--- src/rtl/fs_pkg.sv ---
package fs_pkg;
  localparam int ADDR_W   = 12;
  localparam int DATA_W   = 32;
  localparam int HALF_W   = 16;
  localparam int LANES    = DATA_W / HALF_W;
  localparam int CTRL_LSB = 16;
  localparam int CTRL_W   = 4;
  localparam int BIT_IRQ  = 31;
  localparam int BIT_ONE  = 24;
  localparam int BIT_ERR  = 22;
  localparam int CMD_CLR  = 1;
  localparam int C_IRQEN  = 3;
  localparam int C_AUTO   = 2;

  localparam logic [9:0] W_DEV_END = 10'h040;
  localparam logic [9:0] W_STAT    = 10'h200;
  localparam logic [9:0] W_CTRL    = 10'h201;
  localparam logic [9:0] W_TMR     = 10'h202;
  localparam logic [9:0] W_PRE     = 10'h203;
  localparam logic [9:0] W_CMD     = 10'h207;

  typedef enum logic [1:0] {
    MODE_OFF  = 2'b00,
    MODE_A    = 2'b01,
    MODE_HALT = 2'b10,
    MODE_B    = 2'b11
  } fs_mode_e;

  typedef enum logic [2:0] {
    SEL_DEV, SEL_RSVD, SEL_STAT, SEL_CTRL,
    SEL_TMR, SEL_PRE, SEL_SPARE, SEL_CMD
  } fs_sel_e;
endpackage

--- src/rtl/fs_decode.sv ---
module fs_decode
  import fs_pkg::*;
(
  input  logic [ADDR_W-1:0] addr,
  output fs_sel_e           sel
);
  logic [9:0] word;
  assign word = addr[ADDR_W-1:2];

  always_comb begin
    if (word < W_DEV_END) begin
      sel = SEL_DEV;
    end else if (word < W_STAT || word > W_CMD) begin
      sel = SEL_RSVD;
    end else begin
      case (word)
        W_STAT:  sel = SEL_STAT;
        W_CTRL:  sel = SEL_CTRL;
        W_TMR:   sel = SEL_TMR;
        W_PRE:   sel = SEL_PRE;
        W_CMD:   sel = SEL_CMD;
        default: sel = SEL_SPARE;
      endcase
    end
  end
endmodule

--- src/rtl/fs_timer.sv ---
module fs_timer #(
  parameter int TMR_W = 16
) (
  input  logic             clk,
  input  logic             rst_n,
  input  logic             start,
  input  logic             ack,
  input  logic [TMR_W-1:0] preload,
  input  logic             mode_on,
  output logic [TMR_W-1:0] cnt,
  output logic             pend,
  output logic             fault
);
  logic expire;
  assign expire = pend && (cnt == '0) && !ack && !start;
  assign fault  = expire && mode_on;

  always_ff @(posedge clk or negedge rst_n) begin
    if (!rst_n) begin
      cnt  <= '0;
      pend <= 1'b0;
    end else if (start) begin
      cnt  <= preload;
      pend <= 1'b1;
    end else if (pend && ack) begin
      cnt  <= preload;
      pend <= 1'b0;
    end else if (expire) begin
      pend <= 1'b0;
    end else if (pend) begin
      cnt  <= cnt - 1'b1;
    end
  end
endmodule

--- src/rtl/fs_regs.sv ---
module fs_regs
  import fs_pkg::*;
#(
  parameter int TMR_W   = 16,
  parameter int PRE_RST = 255
) (
  input  logic              clk,
  input  logic              rst_n,
  input  logic              acc_en,
  input  logic              acc_wr,
  input  logic [LANES-1:0]  acc_lanes,
  input  logic [DATA_W-1:0] acc_wdata,
  input  fs_sel_e           sel,
  input  logic              fault,
  input  logic [TMR_W-1:0]  cnt,
  output logic [CTRL_W-1:0] ctrl_q,
  output logic [TMR_W-1:0]  pre_q,
  output logic              err_q,
  output logic              irq_q,
  output logic              dev_start,
  output logic              mode_on,
  output logic              rsp_valid,
  output logic [DATA_W-1:0] rsp_rdata,
  output logic              rsp_abort,
  output logic              dev_req
);
  localparam logic [CTRL_W-1:0] CTRL_RST = {2'b00, MODE_HALT};
  localparam logic [TMR_W-1:0]  PRE_INIT = TMR_W'(PRE_RST);

  logic [DATA_W-1:0] wmask;
  logic              wr_ctrl, wr_pre, clr_auto, clr_cmd, clr;
  logic [DATA_W-1:0] rd_word;

  for (genvar h = 0; h < LANES; h++) begin : g_lane
    assign wmask[h*HALF_W +: HALF_W] = {HALF_W{acc_lanes[h]}};
  end

  assign dev_start = acc_en && (sel == SEL_DEV);
  assign wr_ctrl   = acc_en && acc_wr && (sel == SEL_CTRL);
  assign wr_pre    = acc_en && acc_wr && (sel == SEL_PRE);
  assign clr_auto  = acc_en && !acc_wr && (sel == SEL_STAT) && acc_lanes[1] && ctrl_q[C_AUTO];
  assign clr_cmd   = acc_en && acc_wr && (sel == SEL_CMD) && acc_lanes[0] && acc_wdata[CMD_CLR];
  assign clr       = clr_auto || clr_cmd;
  assign mode_on   = fs_mode_e'(ctrl_q[1:0]) != MODE_OFF;

  always_ff @(posedge clk or negedge rst_n) begin
    if (!rst_n) begin
      ctrl_q <= CTRL_RST;
      pre_q  <= PRE_INIT;
    end else begin
      if (wr_ctrl) begin
        ctrl_q <= (ctrl_q & ~wmask[CTRL_LSB +: CTRL_W]) |
                  (acc_wdata[CTRL_LSB +: CTRL_W] & wmask[CTRL_LSB +: CTRL_W]);
      end
      if (wr_pre) begin
        pre_q <= (pre_q & ~wmask[TMR_W-1:0]) | (acc_wdata[TMR_W-1:0] & wmask[TMR_W-1:0]);
      end
    end
  end

  always_ff @(posedge clk or negedge rst_n) begin
    if (!rst_n) begin
      err_q <= 1'b0;
      irq_q <= 1'b0;
    end else begin
      if (fault)    err_q <= 1'b1;
      else if (clr) err_q <= 1'b0;
      if (fault && ctrl_q[C_IRQEN]) irq_q <= 1'b1;
      else if (clr)                 irq_q <= 1'b0;
    end
  end

  always_comb begin
    rd_word = '0;
    case (sel)
      SEL_STAT: begin
        rd_word[BIT_IRQ] = irq_q;
        rd_word[BIT_ONE] = 1'b1;
        rd_word[BIT_ERR] = err_q;
      end
      SEL_CTRL: rd_word[CTRL_LSB +: CTRL_W] = ctrl_q;
      SEL_TMR:  rd_word[TMR_W-1:0] = cnt;
      SEL_PRE:  rd_word[TMR_W-1:0] = pre_q;
      default:  rd_word = '0;
    endcase
  end

  always_ff @(posedge clk or negedge rst_n) begin
    if (!rst_n) begin
      rsp_valid <= 1'b0;
      rsp_rdata <= '0;
      rsp_abort <= 1'b0;
      dev_req   <= 1'b0;
    end else begin
      rsp_valid <= acc_en;
      rsp_abort <= acc_en && (sel == SEL_RSVD);
      rsp_rdata <= (acc_en && !acc_wr) ? rd_word : '0;
      dev_req   <= dev_start;
    end
  end
endmodule

--- src/rtl/fs_watchdog.sv ---
module fs_watchdog
  import fs_pkg::*;
#(
  parameter int TMR_W   = 16,
  parameter int PRE_RST = 255
) (
  input  logic              clk,
  input  logic              rst_n,
  input  logic              acc_en,
  input  logic              acc_wr,
  input  logic [ADDR_W-1:0] acc_addr,
  input  logic [LANES-1:0]  acc_lanes,
  input  logic [DATA_W-1:0] acc_wdata,
  output logic              rsp_valid,
  output logic [DATA_W-1:0] rsp_rdata,
  output logic              rsp_abort,
  output logic              dev_req,
  input  logic              dev_ack,
  output logic              irq
);
  fs_sel_e           sel_w;
  logic [CTRL_W-1:0] ctrl_q;
  logic [TMR_W-1:0]  pre_q, cnt_q;
  logic              err_q, pend_q, fault_w, start_w, mode_on_w;

  fs_decode u_dec (.addr(acc_addr), .sel(sel_w));

  fs_timer #(.TMR_W(TMR_W)) u_tmr (
    .clk(clk), .rst_n(rst_n), .start(start_w), .ack(dev_ack),
    .preload(pre_q), .mode_on(mode_on_w),
    .cnt(cnt_q), .pend(pend_q), .fault(fault_w)
  );

  fs_regs #(.TMR_W(TMR_W), .PRE_RST(PRE_RST)) u_regs (
    .clk(clk), .rst_n(rst_n), .acc_en(acc_en), .acc_wr(acc_wr),
    .acc_lanes(acc_lanes), .acc_wdata(acc_wdata), .sel(sel_w),
    .fault(fault_w), .cnt(cnt_q), .ctrl_q(ctrl_q), .pre_q(pre_q),
    .err_q(err_q), .irq_q(irq), .dev_start(start_w), .mode_on(mode_on_w),
    .rsp_valid(rsp_valid), .rsp_rdata(rsp_rdata), .rsp_abort(rsp_abort),
    .dev_req(dev_req)
  );
endmodule

--- config.mk ---
export PLATFORM = sky130hd
export DESIGN_NAME = fs_watchdog
export DESIGN_NICKNAME = d
export VERILOG_FILES = /design/src/rtl/fs_pkg.sv /design/src/rtl/fs_decode.sv /design/src/rtl/fs_timer.sv /design/src/rtl/fs_regs.sv /design/src/rtl/fs_watchdog.sv
export SDC_FILE = /design/constraint.sdc
export NUM_CORES = 1
export LEC_CHECK = 0
export ABC_AREA = 1
export ABC_CLOCK_PERIOD_IN_PS = 1600
export BUFFER_PORTS_ARGS = -buffer_cell sky130_fd_sc_hd__buf_2
export CORE_ASPECT_RATIO = 0.9
export CORE_MARGIN = 4
export CORE_UTILIZATION = 50
export CTS_BUF_LIST = sky130_fd_sc_hd__clkbuf_4
export DETAILED_ROUTE_END_ITERATION = 6
export PLACE_DENSITY = 0.86
export SLEW_MARGIN = 20
export SYNTH_ARGS = -nofsm -noshare
export SYNTH_HDL_FRONTEND = slang
export SYNTH_SLANG_ARGS = --single-unit
--- constraint.sdc ---
create_clock -name clk -period 1.6 [get_ports clk]
set_input_delay 0.08 -clock clk [delete_from_list [all_inputs] [get_ports clk]]
set_output_delay 0.08 -clock clk [all_outputs]
set_load 0.02 [all_outputs]
# == Yosys cells after proc, flatten, opt, wreduce, memory -nomap -nowiden ==
# Index checks and enable logic that the tools add are counted.
# word_totals
reg_bits,74
inputBits,51
out_inout_bits,36
# op_classes
addsub,1
n_lt_le_gt_ge,3
eq_ne,12
muxes,19
bitwise_logic,8
n_reduce_logical,31
# ops
op,n
2-to-1 mux 16 bit,4
"== test 10 bit, second input constant",5
AND 16 bit,2
2-to-1 mux 32 bit,1
one-hot mux 16 bit (2 select lines),1
logical AND 1 bit,18
zero test 16 bit,1
inverter 16 bit,1
bitwise OR 16 bit,1
"subtractor 16 x 1 -> 16 bit, second input constant",1
one-hot mux 3 bit (5 select lines),1
"greater-than comparator 10 bit, second input constant",1
"less-than comparator 10 bit, second input constant",1
"less-than comparator 10 x 7 -> 1 bit, second input constant",1
"== test 3 bit, second input constant",3
2-to-1 mux 1 bit,9
AND 4 bit,2
"== test 3 x 2 -> 1 bit, second input constant",2
2-to-1 mux 3 bit,2
nonzero test 2 bit,3
nonzero test 3 bit,2
2-to-1 mux 4 bit,1
inverter 4 bit,1
bitwise OR 4 bit,1
6 further kinds,9

# == Longest topological paths before layout ==
# Gate-level depths: netlist of run 1.
# logic_depth
depth_word,11
ltp_mapped,12
mapped_depth_nobuf,11

# == Cells and area by module ==
# Synthesis of run 1 repeated with hierarchy kept, for this count alone.
# hier_totals
hier_cells,462
area_unflattened_um2,3552.2
# modules_own_cells
mod,n_inst,cells_each,area_per_inst_um2,seq_area_each_um2
fs_regs,1,223,2000.7,1212.4
fs_timer,1,200,1361.3,425.4
fs_decode,1,39,190.2,0.0

# == Worst setup path after synthesis of run 1 ==
# OpenSTA, ideal clock, no wires.
# synth_path
path_type,register -> register
startpoint,register u_tmr.cnt[0]
endpoint,register u_tmr.cnt[11]
setup_ns,0.123
arrival_ns,1.617
t_required_ns,1.477
setup_slack_ns,-0.140
stages_incl_launch_ff,13
period_less_slack_ns,1.740
cell_sequence,dfrtp_1 > inv_1 > ha_1 > nand3_2 > nor2_4 > nand2_2 > nor3_4 > inv_2 > nand2_4 > inv_4 > buf_6 > nand2_1 > nand2_1
# synth_between
elab_chain_cells,6
word_cells_on_any_way,11
cone_classes,1 x add/sub; 1 x eq/ne; 4 x mux; 5 x reduce/logical
# synth_lines
element,line_no,source
"start, declared",fs_timer.sv:10,"output logic [TMR_W-1:0] cnt,"
"start signal, assigned",fs_timer.sv:23,cnt <= preload;
"start signal, assigned",fs_timer.sv:26,cnt <= preload;
"start signal, assigned",fs_timer.sv:31,cnt <= cnt - 1'b1;
branches (longest 6 deep; another with subtractor 16 x 1 -> 16 bit),n/a,
# Parallel ways; which one is timed is not known. The select of a mux whose other input is x is not followed.
# A chain may end at the register's enable or synchronous reset.

# == Final worst setup path of run 1 ==
# layout_path
startpoint,register u_tmr.cnt[1]
endpoint,register u_tmr.cnt[0]
# layout_between
elab_chain_cells,6
# layout_lines
element,line_no,source
zero test 16 bit,fs_timer.sv:15,assign expire = pend && (cnt == '0) && !ack && !start;
logical AND 1 bit (3 in series),fs_timer.sv:15,
!= test 3 x 2 -> 1 bit (no source line),n/a,
AND reduction 2 bit (no source line),n/a,
# No other way between the ends.

==> results of run 1 <==
## placed cells by master (no fill, tap or decap), types with 4 or more instances in the layout
| cell type | count |
|---|---|
| a21oi_1 | 9 |
| a21oi_2 | 10 |
| a31oi_1 | 4 |
| buf_2 | 63 |
| buf_4 | 27 |
| clkbuf_4 | 10 |
| conb_1 | 9 |
| dfrtp_1 | 55 |
| dfstp_2 | 9 |
| dlygate4sd3_1 | 24 |
| inv_1 | 29 |
| inv_2 | 7 |
| mux2_2 | 7 |
| mux2_4 | 8 |
| nand2_1 | 77 |
| nand2_2 | 10 |
| nand2_4 | 4 |
| nand3_1 | 19 |
| nand3_2 | 11 |
| nand4_1 | 5 |
| nor2_1 | 37 |
| nor2_4 | 7 |
| o21ai_0 | 13 |
| o21ai_1 | 6 |
| o21ai_2 | 12 |
| xor2_1 | 4 |
## worst paths after layout
| check | from | endpoint | depth (start not counted) |
|---|---|---|---|
| setup / recovery | u_tmr.cnt[1] | u_tmr.cnt[0] | 11 |
| hold / removal | acc_lanes[1] | u_regs.err_q | 4 |
| setup reg to reg | u_tmr.cnt[1] | u_tmr.cnt[0] | 11 |
| hold reg to reg | flip-flop | u_regs.rsp_rdata[17] | 2 |
| max in group asynchronous | rst_n | asynchronous set/reset pin | 3 |
| min in group asynchronous | rst_n | u_tmr.cnt[5] | 3 |
## area by class of cell
type | count | area, µm²
inverter | 39 | 156
clock inverter | 6 | 58.8
multi-input combinational | 276 | 1710
timing repair buffer | 119 | 855
fill | 498 | 2120
clock buffer | 10 | 75.1
sequential | 65 | 1640
tap | 90 | 113
## cell usage after synthesis, drive strengths merged
library cell	n	share of area, %
nor2	47	6.3
xor2	4	0.99
nand4	5	0.88
o21bai	2	0.42
a31oi	4	0.71
a21oi	20	4.2
nand3	32	6.6
dfstp	9	6.7
conb	1	0.11
xnor2	3	0.74
nor4	1	0.18
ha	1	0.35
mux2	15	5.6
nand3b	2	0.42
nand2	91	11
nor3	4	1.0
dfrtp	56	39
inv	38	4.2
o21ai	31	5.2
clkbuf	1	0.11
buf	17	3.9
clkinv	1	0.11
mux2i	2	0.56
or2	2	0.35
o31ai	1	0.21
## stage by stage
step	setup slack (ns)	utilization, %	TNS, ns	power (µW)	area [µm²]
CTS	0.000868	67.2	0	4960	4520
global route	-0.135	68.5	-1.73	5480	4610
detailed placement	-0.0177	61.6	-0.0232	3830	4140
global placement	0.0567	61.6	0	3750	4140
floorplan	-0.0251	-	-0.0393	3170	3600
finish	-0.0496	68.5	-0.244	5110	4610
## kinds of logic after synthesis
kind of cell / after synthesis
other cells: 1
mux: 17
fa+ha+maj: 1
simple gates: 184
flops: 65
compound gates: 58
xor+xnor: 7
buf+inv: 57
## layer usage
metal / share of wire (%) / vias up
li1: - / 1500
met1: 41 / 1499
met2: 50 / 120
met3: 6.8 / 24
met4: 2.3 / 0
met5: 0 / -
## what timing repair did
item                                    in CTS  in global routing
resized for setup                            2                 22
gates cloned                                 0                  1
endpoints found under the setup margin       9                 18
hold buffers                                24                  0
hold endpoints to repair                    92                  0
setup buffers                                0                  2
pin swaps                                    0                  1
## power groups by stage
stage	clock, µW	combinational (µW)	sequential [µW]
2_1_floorplan	0	1120	2050
3_3_place_gp	0	1740	2010
3_5_place_dp	0	1810	2020
5_1_grt	1200	2230	2050
4_1_cts	1110	1860	1990
6_report	1080	2000	2030
## worst min-delay path, delay by kind of cell
kind                   cells  cell delay (ns)
buffers and inverters      1             0.09
AND/OR/NAND/NOR            3             0.25
==> qor.txt, run 1 <==
combinational power share - 39.2%
nets - 562
WP buf/inv - 3
Die Height - 87.9 µm
most used routing layer - met2
GRT Total Usage - 21.4%
Critical Path Source Type - flip-flop
Sw Share - 36.9%
antenna violations before repair - 0
GRT met2 Usage - 37.5%
Antenna diodes - 0
Clock Power Share - 21.2%
leakage power total - 0.00223 µW
# IOs - 87
GRT met1 Usage - 25.3%
fmax - 606 MHz
CP max stage cell - dfrtp_1
Setup Skew - 0.0155 ns
largest family of logic cells by synthesized area - simple AND/OR/NAND/NOR gates
R2R Setup Slk - -0.05 ns
failing checks - setup timing
largest net degree at the start of global routing - 66
global route overflow - 0
Die Wd - 96.8 µm
status - finished, violations left
Worst VDD drop - 0.730 mV
Detailed Place HPWL - 5990 µm
clk root buf - clkbuf_4
Sink Count - 65
PwrDens - 1110 nW/µm²
crit share post-route - 103%
Synth cell types - 44
worst hold-check path type - in -> reg
Vias - 3,143
Initial DRT Pass Iterations - 4
part of the power in registers - 39.6%
Final Max Tran Viols - 0
synthesized area per cell - 9.10 µm²
htree depth - 3
per-cell routed wire length - 14.6 µm
Post-Synthesis Cells - 390
1st-iter DRT viols - 212
final setup margin - -0.0496 ns
Crit path largest cell delay - 0.43 ns
Setup crit end kind - flip-flop
RSZ-0062 raised after global routing - true
Crit Path Category - reg -> reg
vias in the first global route - 3,047
CTS tree - yes
Synth Warn # - 0
simple-gate share of the synthesized area - 26.4%
Synth Area in Adders - 0.353%
Die Footprint - 8510 µm²
Core Area - 6730 µm²
final hold viol count - 0
mean number of vias per cell - 5.20
fin cells - 605
post-synthesis sequential area ratio - 46.2%
cell family with most CP delay - simple AND/OR/NAND/NOR gates
Starting Density - 52.8%
antenna-violating nets left - 0
P_int - 3230 µW
WP data arrival - 1.95 ns
area grow syn2layout - 29.8%
drt total wl - 8840 µm
multiplexer area fraction after synthesis - 6.17%
CP max FO - 18
register clock-pin slew on the reported worst setup and hold paths - 0.11 ns
synthesized cell area - 3550 µm²
TritonCTS buffer count - 9
clk buf depth - 2
clock period minus worst slack - 1.65 ns
# rows - 28
net switching power - 1890 µW
WHS - 0.0485 ns
# DRC - 0
# setup viols final - 12
Yosys reg bits - 65
Max Cap Viol - 0
met3 Usage GRT - 7.01%
Cell Count Post-Placement - 562
Port-buffer cells - 63
xor and xnor area share after synthesis - 1.73%
Skew-Pair Late Insertion Delay - 0.42 ns
first-pass GRT wire length - 14,400 µm
Compound-Gate Fraction of Synth Area - 10.8%
CP Data Required Time - 1.90 ns
layout cell share with drive strength beyond 1 - 40.4%
worst path cell trace - inv_2, ha_4, nand3_4, nor2_4, nand2_4, nor3_4, inv_2, nand2_4, inv_6, nand2_1, o21ai_2
GP Congestion - 0.908
No activity file was read; power rests on OpenSTA's default activity.
==> run 2: changes to the inputs <==
--- a/config.mk
+++ b/config.mk
@@ -9,7 +9,7 @@
 export ABC_CLOCK_PERIOD_IN_PS = 1600
 export BUFFER_PORTS_ARGS = -buffer_cell sky130_fd_sc_hd__buf_2
 export CORE_ASPECT_RATIO = 0.9
-export CORE_MARGIN = 4
+export CORE_MARGIN = 2
 export CORE_UTILIZATION = 50
 export CTS_BUF_LIST = sky130_fd_sc_hd__clkbuf_4
 export DETAILED_ROUTE_END_ITERATION = 6
==> qor.txt, run 2 (synthesis gave the netlist of run 1 again) <==
status - finished, final reports clean
final hold viol count - 0
# rows - 29
Worst VDD drop - 0.826 mV
Starting Density - 50.9%
worst hold-check path type - in -> reg
Setup Skew - 0.0158 ns
CTS tree - yes
drt total wl - 8370 µm
Port-buffer cells - 63
net switching power - 1870 µW
clk buf depth - 2
first-pass GRT wire length - 13,700 µm
TritonCTS buffer count - 9
CP max FO - 10
largest net degree at the start of global routing - 66
Vias - 3,107
Setup crit end kind - flip-flop
Max Cap Viol - 0
Initial DRT Pass Iterations - 5
1st-iter DRT viols - 208
mean number of vias per cell - 5.14
vias in the first global route - 3,045
most frequent cells in the layout - nand2_1, buf_2, dfrtp_1, nor2_1, inv_1
antenna violations before repair - 0
WP data arrival - 1.92 ns
GRT Total Usage - 22.5%
leakage power total - 0.00219 µW
Clock Power Share - 21.9%
# DRC - 0
most common cell after layout, fill and taps aside - nand2_1
clock period minus worst slack - 1.58 ns
per-cell routed wire length - 13.8 µm
# IOs - 87
Post-Place Setup Slack - -0.00770 ns
Skew-Pair Late Insertion Delay - 0.42 ns
crit share post-route - 98.6%
Detailed Place HPWL - 5820 µm
Sink Count - 65
combinational power share - 37.9%
PwrDens - 1110 nW/µm²
Sw Share - 37.2%
part of the power in registers - 40.2%
clk root buf - clkbuf_4
RSZ-0062 raised after global routing - true
Die Height - 83.9 µm
area grow syn2layout - 27.9%
layout cell share with drive strength beyond 1 - 38.9%
Final Max Tran Viols - 0
Core Area - 6970 µm²
htree depth - 3
GP Congestion - 0.881
global route overflow - 0
Crit Path Category - reg -> reg
nets - 559
CP Data Required Time - 1.95 ns
final setup margin - 0.0223 ns
# setup viols final - 0
Die Footprint - 7790 µm²
Antenna diodes - 0
antenna-violating nets left - 0
Critical Path Source Type - flip-flop
register clock-pin slew on the reported worst setup and hold paths - 0.12 ns
Die Wd - 92.8 µm
fmax - 634 MHz
P_int - 3150 µW
Setup TNS - 0 ns
-- run 2: cell types whose count changed in the layout (fill, tap and decap cells not counted), moves of 2 or more --
| cell | before | now |
|---|---|---|
| buf_4 | 27 | 25 |
| nor2_2 | 3 | 5 |
| nand2_1 | 77 | 79 |
| o21ai_1 | 6 | 9 |
| o21ai_2 | 12 | 8 |
-- run 2: worst max-delay path, stage by stage, from the launching register on --
cell	delay (ns)
dfrtp_1	0.45
nor2_2	0.18
nand3_4	0.11
nor2_4	0.10
nand2_2	0.08
nor3_4	0.15
inv_2	0.06
nand2_4	0.09
buf_6	0.14
nand2_1	0.06
o21ai_1	0.09
-- run 2: what timing repair did --
action	CTS	global route
endpoints found under the hold margin	94	0
buffers inserted	1	1
gates resized for setup	4	12
endpoints found under the setup margin	14	18
pin swaps	0	0
hold buffers	25	0
-- run 2: worst paths after layout --
check	cells after the start	end	from	slack, ns
worst max register to register	10	u_tmr.cnt[10]	u_tmr.cnt[4]	0.02
worst max-delay path	10	u_tmr.cnt[10]	u_tmr.cnt[4]	0.02
max in group asynchronous	3	asynchronous set/reset pin	rst_n	1.07
worst min register to register	2	u_regs.rsp_rdata[17]	flip-flop	0.50
worst min-delay path	4	u_regs.err_q	acc_lanes[0]	0.08
min in group asynchronous	3	u_regs.rsp_rdata[19]	rst_n	0.20
-- run 2: area by class of cell --
class	instances	area [µm²]
fill	549	2430
multi-input combinational	276	1680
sequential	65	1640
timing repair buffer	116	805
inverter	39	156
tap	93	116
clock inverter	7	70.1
clock buffer	9	67.6
-- run 2: metrics by stage --
stage / cells / util (%) / instance area (µm²) / hold WS [ns] / power [µW]
5_1_grt: 605 / 65.1 / 4540 / 0.0578 / 5380
2_1_floorplan: 398 / - / 3600 / -0.216 / 3170
3_3_place_gp: 562 / 59.0 / 4110 / 0.114 / 3690
3_5_place_dp: 562 / 59.0 / 4110 / 0.123 / 3780
6_report: 605 / 65.1 / 4540 / 0.0755 / 5020
4_1_cts: 604 / 64.8 / 4520 / 0.0379 / 4980
-- run 2: power groups by stage --
stage | Combinational [µW] | Sequential (µW) | Clock, µW
2_1_floorplan | 1120 | 2050 | 0
3_3_place_gp | 1660 | 2020 | 0
3_5_place_dp | 1750 | 2030 | 0
4_1_cts | 1830 | 2010 | 1130
5_1_grt | 2120 | 2040 | 1220
6_report | 1900 | 2020 | 1100
-- run 2: metal layers --
metal	global-route usage, %	vias up	wire length (µm)
met5	0	-	0
met4	8.96	0	273
met3	7.95	34	547
met2	37.1	137	4120
met1	26.8	1447	3440
li1	-	1489	-
